--- config.mk ---
export PLATFORM = sky130hd
export DESIGN_NAME = twi_mem_target
export DESIGN_NICKNAME = d
export VERILOG_FILES = /design/src/rtl/twi_pkg.sv /design/src/rtl/twi_line_sync.sv /design/src/rtl/twi_addr_ptr.sv /design/src/rtl/twi_mem_target.sv
export SDC_FILE = /design/constraint.sdc
export NUM_CORES = 1
export LEC_CHECK = 0
export ABC_AREA = 1
export BUFFER_PORTS_ARGS = -buffer_cell sky130_fd_sc_hd__buf_4
export CORE_MARGIN = 4
export CORE_UTILIZATION = 35
export DETAILED_ROUTE_END_ITERATION = 7
export GPL_TIMING_DRIVEN = 0
export HOLD_SLACK_MARGIN = 0.08
export PLACE_DENSITY = 0.52
export SETUP_SLACK_MARGIN = 0.1
export SLEW_MARGIN = 15
export SYNTH_ARGS = -nofsm -noshare
export SYNTH_HDL_FRONTEND = slang
export SYNTH_SLANG_ARGS = --single-unit
--- constraint.sdc ---
create_clock -name clk -period 3.5 [get_ports clk]
set_input_delay 0.35 -clock clk [delete_from_list [all_inputs] [get_ports clk]]
set_output_delay 0.35 -clock clk [all_outputs]
set_load 0.01 [all_outputs]
--- src/rtl/twi_pkg.sv ---
// Shared types for the two-wire memory target.
package twi_pkg;
    // Fixed device-type prefix of the device byte.
    localparam logic [3:0] DEV_TYPE = 4'b1010;

    // Protocol phases of the target.
    typedef enum logic [2:0] {
        ST_IDLE,
        ST_DEV,
        ST_AHI,
        ST_ALO,
        ST_WR,
        ST_RD
    } twi_state_t;
endpackage

--- src/rtl/twi_line_sync.sv ---
// Synchronizes the raw clock and data lines and detects bus events.
// Assumes clk runs at least 8x faster than the serial clock.
module twi_line_sync #(
    parameter int STAGES = 2
) (
    input  logic clk,
    input  logic rst_n,
    input  logic scl_raw,
    input  logic sda_raw,
    output logic scl_lvl,
    output logic sda_lvl,
    output logic scl_rise,
    output logic scl_fall,
    output logic start_evt,
    output logic stop_evt
);
    localparam int LINES = 2;

    logic [LINES-1:0][STAGES-1:0] chain;
    logic [LINES-1:0]             raw;
    logic                         scl_q;
    logic                         sda_q;

    assign raw = {scl_raw, sda_raw};

    // Shift each line through its synchronizer chain; idle bus is high.
    always_ff @(posedge clk) begin
        if (!rst_n) begin
            chain <= '1;
        end else begin
            for (int i = 0; i < LINES; i++) begin
                chain[i] <= {chain[i][STAGES-2:0], raw[i]};
            end
        end
    end

    assign scl_lvl = chain[1][STAGES-1];
    assign sda_lvl = chain[0][STAGES-1];

    // Keep last synchronized levels for edge detection.
    always_ff @(posedge clk) begin
        if (!rst_n) begin
            scl_q <= 1'b1;
            sda_q <= 1'b1;
        end else begin
            scl_q <= scl_lvl;
            sda_q <= sda_lvl;
        end
    end

    assign scl_rise  = scl_lvl & ~scl_q;
    assign scl_fall  = ~scl_lvl & scl_q;
    assign start_evt = scl_lvl & scl_q & sda_q & ~sda_lvl;
    assign stop_evt  = scl_lvl & scl_q & ~sda_q & sda_lvl;
endmodule

--- src/rtl/twi_addr_ptr.sv ---
// Word pointer: loads a new address, steps inside a page for writes,
// steps across the full space for reads. Load has priority.
module twi_addr_ptr #(
    parameter int AW = 13,
    parameter int PB = 5
) (
    input  logic          clk,
    input  logic          rst_n,
    input  logic          load,
    input  logic [AW-1:0] load_val,
    input  logic          inc_page,
    input  logic          inc_lin,
    output logic [AW-1:0] ptr
);
    localparam logic [PB-1:0] PG_ONE = PB'(1);

    // Update the pointer from the highest-priority request.
    always_ff @(posedge clk) begin
        if (!rst_n) begin
            ptr <= '0;
        end else if (load) begin
            ptr <= load_val;
        end else if (inc_page) begin
            ptr <= {ptr[AW-1:PB], ptr[PB-1:0] + PG_ONE};
        end else if (inc_lin) begin
            ptr <= ptr + AW'(1);
        end
    end

    AST_PAGE_HOLD: assert property (@(posedge clk) disable iff (!rst_n)
        (inc_page && !load) |=> ptr[AW-1:PB] == $past(ptr[AW-1:PB]));

    AST_LIN_WRAP: assert property (@(posedge clk) disable iff (!rst_n)
        (inc_lin && !inc_page && !load && (&ptr)) |=> ptr == '0);
endmodule

--- src/rtl/twi_mem_target.sv ---
// Two-wire bus target front end for a byte memory. Handles start/stop,
// device byte match, two address bytes, acknowledges, writes and
// sequential reads. Assumes clk >= 8x serial clock and that mem_rdata
// is valid the cycle after mem_rd.
module twi_mem_target
    import twi_pkg::*;
#(
    parameter int AW          = 13,
    parameter int PB          = 5,
    parameter int SYNC_STAGES = 2
) (
    input  logic          clk,
    input  logic          rst_n,
    input  logic          scl_in,
    input  logic          sda_in,
    input  logic [2:0]    strap_id,
    output logic          sda_pull_low,
    input  logic          mem_busy,
    output logic [AW-1:0] mem_addr,
    output logic          mem_load,
    output logic          mem_wr,
    output logic [7:0]    mem_wdata,
    output logic          mem_rd,
    input  logic [7:0]    mem_rdata,
    output logic          mem_commit
);
    localparam int HI_BITS = AW - 8;

    logic scl_lvl, sda_lvl, scl_rise, scl_fall, start_evt, stop_evt;

    twi_state_t        state;
    logic [3:0]        cnt;
    logic [7:0]        shreg;
    logic [7:0]        txbyte;
    logic [HI_BITS-1:0] addr_hi;
    logic              drv;
    logic              wrote;
    logic              rd_sel;
    logic              rd_pend;
    logic              load_q;
    logic              byte_end;
    logic              dev_hit;
    logic              ptr_load;
    logic              wr_now;
    logic              rd_now;
    logic [AW-1:0]     ptr;

    twi_line_sync #(.STAGES(SYNC_STAGES)) u_sync (
        .clk      (clk),
        .rst_n    (rst_n),
        .scl_raw  (scl_in),
        .sda_raw  (sda_in),
        .scl_lvl  (scl_lvl),
        .sda_lvl  (sda_lvl),
        .scl_rise (scl_rise),
        .scl_fall (scl_fall),
        .start_evt(start_evt),
        .stop_evt (stop_evt)
    );

    // Decode request pulses from the current phase and bus events.
    always_comb begin
        byte_end = scl_fall && (cnt == 4'd8);
        dev_hit  = (shreg[7:1] == {DEV_TYPE, strap_id}) && !mem_busy;
        ptr_load = byte_end && (state == ST_ALO);
        wr_now   = byte_end && (state == ST_WR);
        rd_now   = (byte_end && (state == ST_DEV) && dev_hit && shreg[0])
                || (scl_rise && (cnt == 4'd8) && (state == ST_RD) && !sda_lvl);
    end

    twi_addr_ptr #(.AW(AW), .PB(PB)) u_ptr (
        .clk     (clk),
        .rst_n   (rst_n),
        .load    (ptr_load),
        .load_val({addr_hi, shreg}),
        .inc_page(wr_now),
        .inc_lin (rd_now),
        .ptr     (ptr)
    );

    // Delayed load pulse and read-data capture.
    always_ff @(posedge clk) begin
        if (!rst_n) begin
            load_q  <= 1'b0;
            rd_pend <= 1'b0;
            txbyte  <= '0;
        end else begin
            load_q  <= ptr_load;
            rd_pend <= rd_now;
            if (rd_pend) txbyte <= mem_rdata;
        end
    end

    // Protocol sequencer: bit count, shift register, line drive, phase.
    always_ff @(posedge clk) begin
        if (!rst_n) begin
            state   <= ST_IDLE;
            cnt     <= '0;
            shreg   <= '0;
            addr_hi <= '0;
            drv     <= 1'b0;
            wrote   <= 1'b0;
            rd_sel  <= 1'b0;
        end else if (start_evt) begin
            state <= ST_DEV;
            cnt   <= '0;
            drv   <= 1'b0;
            wrote <= 1'b0;
        end else if (stop_evt) begin
            state <= ST_IDLE;
            cnt   <= '0;
            drv   <= 1'b0;
            wrote <= 1'b0;
        end else if (state != ST_IDLE) begin
            if (scl_rise) begin
                if (cnt != 4'd9) cnt <= cnt + 4'd1;
                if (cnt < 4'd8 && state != ST_RD) shreg <= {shreg[6:0], sda_lvl};
                if (cnt == 4'd8 && state == ST_RD) rd_sel <= !sda_lvl;
            end else if (scl_fall) begin
                case (cnt)
                    4'd8: begin
                        if (state == ST_RD) begin
                            drv <= 1'b0;
                        end else if (state == ST_DEV && !dev_hit) begin
                            state <= ST_IDLE;
                            drv   <= 1'b0;
                        end else begin
                            drv <= 1'b1;
                            if (state == ST_DEV) rd_sel  <= shreg[0];
                            if (state == ST_AHI) addr_hi <= shreg[HI_BITS-1:0];
                            if (state == ST_WR)  wrote   <= 1'b1;
                        end
                    end
                    4'd9: begin
                        cnt <= '0;
                        case (state)
                            ST_DEV: begin
                                state <= rd_sel ? ST_RD : ST_AHI;
                                drv   <= rd_sel ? ~txbyte[7] : 1'b0;
                            end
                            ST_AHI: begin
                                state <= ST_ALO;
                                drv   <= 1'b0;
                            end
                            ST_ALO, ST_WR: begin
                                state <= ST_WR;
                                drv   <= 1'b0;
                            end
                            ST_RD: begin
                                if (rd_sel) begin
                                    drv <= ~txbyte[7];
                                end else begin
                                    state <= ST_IDLE;
                                    drv   <= 1'b0;
                                end
                            end
                            default: drv <= 1'b0;
                        endcase
                    end
                    default: begin
                        if (state == ST_RD && cnt != 4'd0) drv <= ~txbyte[3'd7 - cnt[2:0]];
                    end
                endcase
            end
        end
    end

    assign sda_pull_low = drv;
    assign mem_addr     = ptr;
    assign mem_load     = load_q;
    assign mem_wr       = wr_now;
    assign mem_wdata    = shreg;
    assign mem_rd       = rd_now;
    assign mem_commit   = stop_evt && wrote;

    AST_DRV_SCL_LOW: assert property (@(posedge clk) disable iff (!rst_n)
        (sda_pull_low != $past(sda_pull_low)) |-> !scl_lvl);

    AST_MISS_RELEASE: assert property (@(posedge clk) disable iff (!rst_n)
        (state == ST_DEV && byte_end && shreg[7:4] != DEV_TYPE) |=> (state == ST_IDLE && !sda_pull_low));

    AST_ONE_REQ: assert property (@(posedge clk) disable iff (!rst_n)
        $onehot0({mem_load, mem_wr, mem_rd, mem_commit}));

    AST_BUSY_NACK: assert property (@(posedge clk) disable iff (!rst_n)
        (state == ST_DEV && byte_end && mem_busy) |=> !sda_pull_low);

    AST_START_CLEARS: assert property (@(posedge clk) disable iff (!rst_n)
        start_evt |=> (cnt == 4'd0 && state == ST_DEV && !mem_wr));

    AST_CNT_BOUND: assert property (@(posedge clk) disable iff (!rst_n)
        cnt <= 4'd9);
endmodule

# Word-level counts from Yosys, hierarchy flattened
# Index checks and enable logic that the tools add are counted.
# Widths: inputs -> output; s select.
op_classes:
  n_lt_le_gt_ge: 2
  n_reduce_logical: 44
  n_eq_ne: 24
  bitwise: 19
  n_addsub: 4
  muxes: 33
ops:
  columns: ["op", "count"]
  rows:
  - ["$mux 13", 3]
  - ["$mux 1", 18]
  - ["$reduce_and 9->1", 2]
  - ["$mux 4", 4]
  - ["$reduce_and 8->1", 2]
  - ["$logic_and 1x1->1", 15]
  - ["$reduce_bool 3->1", 5]
  - ["$add 13x1->13 const B", 1]
  - ["$mux 3", 4]
  - ["$not 1->1", 12]
  - ["$pmux 3 s4", 1]
  - ["$reduce_bool 2->1", 6]
  - ["$eq 4x4->1 const B", 2]
  - ["$ne 2x1->1 const B", 4]
  - ["$ne 4x4->1 const B", 2]
  - ["$reduce_and 4->1", 2]
  - ["$reduce_bool 4->1", 2]
  - ["$and 1x1->1", 7]
  - ["$eq 7x7->1", 1]
  - ["$ne 7x6->1 const B", 1]
  - ["$reduce_and 7->1", 1]
  - ["$eq 3x2->1 const B", 2]
  - ["$eq 3x3->1 const B", 2]
  - ["$ne 2x2->1 const B", 3]
  - ["20 further kinds", 24]
word_totals:
  output_inout_bits: 26
  regBits: 52
  in_bits: 16

# Depth between registers and ports, before layout
logic_depth:
  word_depth: 12
  depth_mapped: 12

# By module
# A second synthesis with hierarchy kept.
hier_totals:
  cells_unflattened: 435
  hier_area_um2: 2901.5
modules_own_cells:
  columns: ["mod", "n_inst", "seq_area_each_um2", "cells_each", "area_per_inst_um2"]
  rows:
  - ["twi_mem_target", 1, 660.6, 271, 1798.0]
  - ["twi_addr_ptr", 1, 260.2, 137, 904.6]
  - ["twi_line_sync", 1, 120.1, 27, 198.9]

# Worst setup path before layout
# No wires, ideal clock.
synth_path:
  path_kind: "register -> register"
  from: "register u_ptr.ptr[0]"
  to: "register u_ptr.ptr[10]"
  stages_incl_launch_ff: 11
  path_slack_ns: 1.949
  arrival_time_ns: 1.434
  n_path_buf: 0
  setup_time_ns: 0.117
  cell_sequence: "dfxtp_1 > ha_1 > nand2_1 > nor2_1 > nand3_1 > nor2_1 > nand2_1 > o21ai_0 > nor2_1 > nor2_1 > nor2_1"
synth_via:
  elab_chain_cells: 4
synth_lines:
  columns: ["item", "line", "rtl"]
  rows:
  - ["start: declaration", "twi_addr_ptr.sv:13", "output logic [AW-1:0] ptr"]
  - ["start signal: assignment", "twi_addr_ptr.sv:22", "ptr <= load_val;"]
  - ["start signal: assignment", "twi_addr_ptr.sv:24", "ptr <= {ptr[AW-1:PB], ptr[PB-1:0] + PG_ONE};"]
  - ["start signal: assignment", "twi_addr_ptr.sv:26", "ptr <= ptr + AW'(1);"]
  - ["$add 13x1->13", "twi_addr_ptr.sv:26", null]
  - ["$mux 13", "twi_addr_ptr.sv:25", "end else if (inc_lin) begin"]
  - ["$mux 13", "twi_addr_ptr.sv:23", "end else if (inc_page) begin"]
  - ["$mux 13", "twi_addr_ptr.sv:21", "end else if (load) begin"]
# Every way passes these cells. The select of a mux whose other input is x is not followed.
# A chain may end at the register's enable or synchronous reset.

# Worst setup path after layout
layout_path:
  from: "register u_sync.chain, in the netlist u_sync.scl_lvl"
  to: "output port mem_rd"
layout_via:
  elab_chain_cells: 7
layout_lines:
  columns: ["item", "line", "rtl"]
  rows:
  - ["start: declaration", "twi_line_sync.sv:19", "logic [LINES-1:0][STAGES-1:0] chain;"]
  - ["start signal: indexed assignment", "twi_line_sync.sv:32", "chain[i] <= {chain[i][STAGES-2:0], raw[i]};"]
  - ["$not 1->1", "twi_line_sync.sv:52", "assign scl_fall = ~scl_lvl & scl_q;"]
  - ["$and 1x1->1", "twi_line_sync.sv:52", null]
  - ["$logic_and 1x1->1", "twi_mem_target.sv:63", "byte_end = scl_fall && (cnt == 4'd8);"]
  - ["$logic_and 1x1->1 (3 in a row)", "twi_mem_target.sv:67", "rd_now = (byte_end && (state == ST_DEV) && dev_hit && shreg[0])"]
  - ["$logic_or 1x1->1 (*)", "twi_mem_target.sv:68", "|| (scl_rise && (cnt == 4'd8) && (state == ST_RD) && !sda_lvl);"]
  - ["end: declaration", "twi_mem_target.sv:23", "output logic mem_rd,"]
# Every way passes the cells marked *; elsewhere a longest branch is shown, timed or not.

==> impl_summary.md <==
Setup path
The count of cells along the worst register-to-register path is 11. The required time reported for the critical path endpoint is approximately 3200 ps. The critical path is of the reg2out type. The kind of capture point of the worst setup path is a primary output. The endpoint of the worst register-to-register path is state[1]$_SDFFE_PP0P_. The largest individual stage delay along the critical path comes from the cell sky130_fd_sc_hd__dfxtp_1.

The launching point of the worst reg2reg path is cnt[1]$_SDFFE_PP0P_. The reg2reg setup slack is between 1500 and 2000 ps. Traced cell by cell, the critical path runs through ha_1, clkbuf_1, nand4_2, nand2_1, buf_4.

For the worst setup path, the data arrival time is 1800 ps. The category of the worst setup path launch point is a flip-flop. The destination of the critical timing path is mem_rd. The beginning of the critical path is u_sync.scl_lvl$_SDFF_PN1_.

Along the worst path, the maximum fanout reaches 9. The delay of the slowest cell on the worst path is 400 ps.

Clock network
The level count of the clock H-tree is 2. The clock-pin slew of the registers on the worst-case setup and hold paths is 100 ps. The number of clock sinks is 52.

The root buffer selected by CTS is sky130_fd_sc_hd__clkbuf_8. The clock latency on the worst-skew pair is between 300 and 400 ps. Once the clock tree was built, the setup fixing pass inserted 0 buffers. The number of gates resized after CTS was 0.

The clock tree from TritonCTS is done. The maximum clock insertion buffer count is 2. The clock buffer count from CTS is 5. Hold repair after CTS inserted 0 buffers.

Synth
The total nets after synthesis is around 470. The flip-flop and latch count after synthesis is 52. The count of different cell masters after synthesis is 34. The biggest area contributor in the post-synthesis netlist is sky130_fd_sc_hd__dfxtp_1.

The dominant register cell in the synthesized netlist is sky130_fd_sc_hd__dfxtp_1. The count of flip-flops with a built-in enable after synthesis is 0. In the post-synthesis netlist, the cell with the most instances is sky130_fd_sc_hd__nand2_1. The gate count of the mapped netlist is approximately 450. In this run the cell area of the synthesized design comes to between 2000 and 3000 sq um.

The number of warnings printed during yosys synthesis is 0. The proportion of register bits with asynchronous set or reset after synthesis is 0. The commonest cells after synthesis are sky130_fd_sc_hd__nand2_1, sky130_fd_sc_hd__nor2_1, sky130_fd_sc_hd__inv_1. The average size of a mapped cell is around 6.6 sq um. In the post-synthesis netlist, the biggest area contributors are sky130_fd_sc_hd__dfxtp_1, sky130_fd_sc_hd__nand2_1, sky130_fd_sc_hd__nor2_1. Of the synthesized area, sequential elements account for 0.355. The share of synthesized area in the top cell type comes to 0.355.

Routing
Once detail routing completed, the nets flagged for antenna violations numbered 0. For this block, the initial DRC count from the detailed router was 91. After detailed routing, the number of remaining DRC violations is 0. The total iterations of the first detailed-routing run is 4. The final route contains 2,836 vias. Wires add up to slightly below 8000 um.

In the final routed layout, each cell accounts on average for 12.9 um. The via density per instance is approximately 4.7.

Cells and area
Of the cells placed in the final design, the portion with a size suffix greater than 1 is 0.157. The area of all placed cells without fillers is 3510 sq um. The area added between synthesis and finish is 19.7%. The count of nets after finishing is around 520. Once layout is complete, the utilization of the core stands at 0.429.

The number of antenna diodes in the final layout is 0.

Power
The peak supply drop is between 0.00015 and 0.0002 V. The total chip power is between 1 and 1.5 mW. The reported leakage power is approximately 1.7 nW. Dividing total power by cell area gives a power density of around 330 nW/um^2.

Timing
In this run the tightest slew margin relative to its limit is 0.656. Static timing analysis puts the maximum clock frequency at ~470 MHz. The number of endpoints with negative hold slack in the final report was 0. The accumulated negative setup slack is 0 ps. The share of the clock period used by the worst path after layout is 0.614. The count of endpoints failing setup in the final report is 0. The final count of pins violating max slew is 0.

For the pin with the worst max-slew slack, the measured transition is roughly 520 ps. The clock period minus worst slack is ~2100 ps. The final worst clock skew is 3.19 ps. Setup repair after global routing left no endpoint under its margin.

Placement
The final weighted congestion of routability-driven global placement is ~0.83. The HPWL after detailed placement is 5970 um. During placement, the flow inserted port buffers numbering 41. The total cell area at the placement stage is between 3000 and 4000 sq um.

Worst hold path
In this run the worst hold path is classified as in2reg. Along the worst hold path, the cell count comes to 2.

Die
The die height is 99.6 um. The floorplan step set the die width to about 100 um. The floorplan step defined a die boundary enclosing about 9900 sq um. The initial core utilization is 0.359. The floorplan has 33 rows. 42 I/O pins were placed. The core region area is between 8000 and 9000 sq um.

Global route
The first global-routing pass estimated roughly 13,000 um of wire. The number of global-route vias before repair came to between 2,000 and 3,000. The initial antenna violation count is 0. The total overflow left after global routing is 0. Entering global routing, the biggest net connects 18 pins. In the global route stage, overall resource usage came out at 0.163.

Flow run
Max-cap violations in this run came to 0.

Outcome
The run finished with clean final reports.
worst max-delay path, delay by kind of cell, from the launching register on:
| family | cells | cell delay [ps] |
|---|---|---|
| buffers and inverters | 2 | 490 |
| flip-flops | 1 | 400 |
| AND/OR/NAND/NOR | 2 | 440 |
| adder cells (fa/ha/maj) | 1 | 170 |
metrics by stage:
| stage | worst slack, ps | cells | hold WS, ps |
|---|---|---|---|
| after global placement | 1670 | 593 | 405 |
| after CTS | 1360 | 601 | 214 |
| after global routing | 1210 | 601 | 207 |
| final | 1350 | 601 | 218 |
| after floorplan | 1950 | 447 | 393 |
| after detailed placement | 1680 | 593 | 403 |
layout make-up:
| type | instances | area (sq um) |
|---|---|---|
| Buffer | 9 | 61.3 |
| Inverter | 64 | 255 |
| Tap cell | 105 | 131 |
| Multi-Input combinational cell | 322 | 1580 |
| Clock buffer | 5 | 68.8 |
| Sequential cell | 52 | 1040 |
| Fill cell | 912 | 4660 |
| Timing Repair Buffer | 41 | 308 |
| Clock inverter | 3 | 68.8 |
cells in the final DEF (no fill, tap or decap), types with 6 or more instances in the layout:
master	synthesis	layout
sky130_fd_sc_hd__buf_4	0	41
sky130_fd_sc_hd__inv_1	57	57
sky130_fd_sc_hd__nand2_1	94	94
sky130_fd_sc_hd__o21ai_0	43	43
sky130_fd_sc_hd__nor3_1	6	6
sky130_fd_sc_hd__nand3_1	31	31
sky130_fd_sc_hd__a21oi_1	24	24
sky130_fd_sc_hd__nor2_1	79	79
sky130_fd_sc_hd__nand4_1	7	7
sky130_fd_sc_hd__dfxtp_1	52	52
sky130_fd_sc_hd__ha_1	8	8
metal layers:
metal	share of wire	track usage
met5	0	0
met4	0.011	0.0378
met3	0.028	0.0358
met2	0.45	0.263
met1	0.51	0.222
flip-flops by register name, summed over array words and instances (netlist names):
signal / flops
u_ptr.ptr: 13
mem_wdata: 8
txbyte: 8
addr_hi: 5
cnt: 4
state: 3
u_sync.chain: 2
mem_load: 1
rd_pend: 1
rd_sel: 1
sda_pull_low: 1
u_sync.scl_lvl: 1
u_sync.scl_q: 1
u_sync.sda_lvl: 1
u_sync.sda_q: 1
wrote: 1
worst min-delay path by stage:
stage                          startpoint                         end
2_1_floorplan  u_sync.chain[2]$_SDFF_PN1_   u_sync.scl_lvl$_SDFF_PN1_
3_3_place_gp   u_sync.chain[0]$_SDFF_PN1_   u_sync.sda_lvl$_SDFF_PN1_
3_5_place_dp   u_sync.chain[2]$_SDFF_PN1_   u_sync.scl_lvl$_SDFF_PN1_
4_1_cts                            sda_in  u_sync.chain[0]$_SDFF_PN1_
5_1_grt                            sda_in  u_sync.chain[0]$_SDFF_PN1_
6_report                           scl_in  u_sync.chain[2]$_SDFF_PN1_
power breakdown:
| part | internal (mW) | switching, mW | total [mW] |
|---|---|---|---|
| logic | 0.0229 | 0.0308 | 0.0537 |
| registers | 0.595 | 0.00428 | 0.600 |
| clock network | 0.288 | 0.218 | 0.506 |
| total | 0.906 | 0.254 | 1.16 |
cells by family (layout without fill, tap and decap cells):
| kind of cell | count (synthesis) | count (layout) | share of synthesized area |
|---|---|---|---|
| adder cells (fa/ha/maj) | 8 | 8 | 0.0341 |
| AO/OA/AOI/OAI | 73 | 73 | 0.126 |
| buffers and inverters | 73 | 122 | 0.108 |
| flip-flops | 52 | 52 | 0.355 |
| AND/OR/NAND/NOR | 238 | 238 | 0.368 |
| XOR/XNOR | 3 | 3 | 0.00896 |
Note: power is estimated with default switching activity, not from simulation.
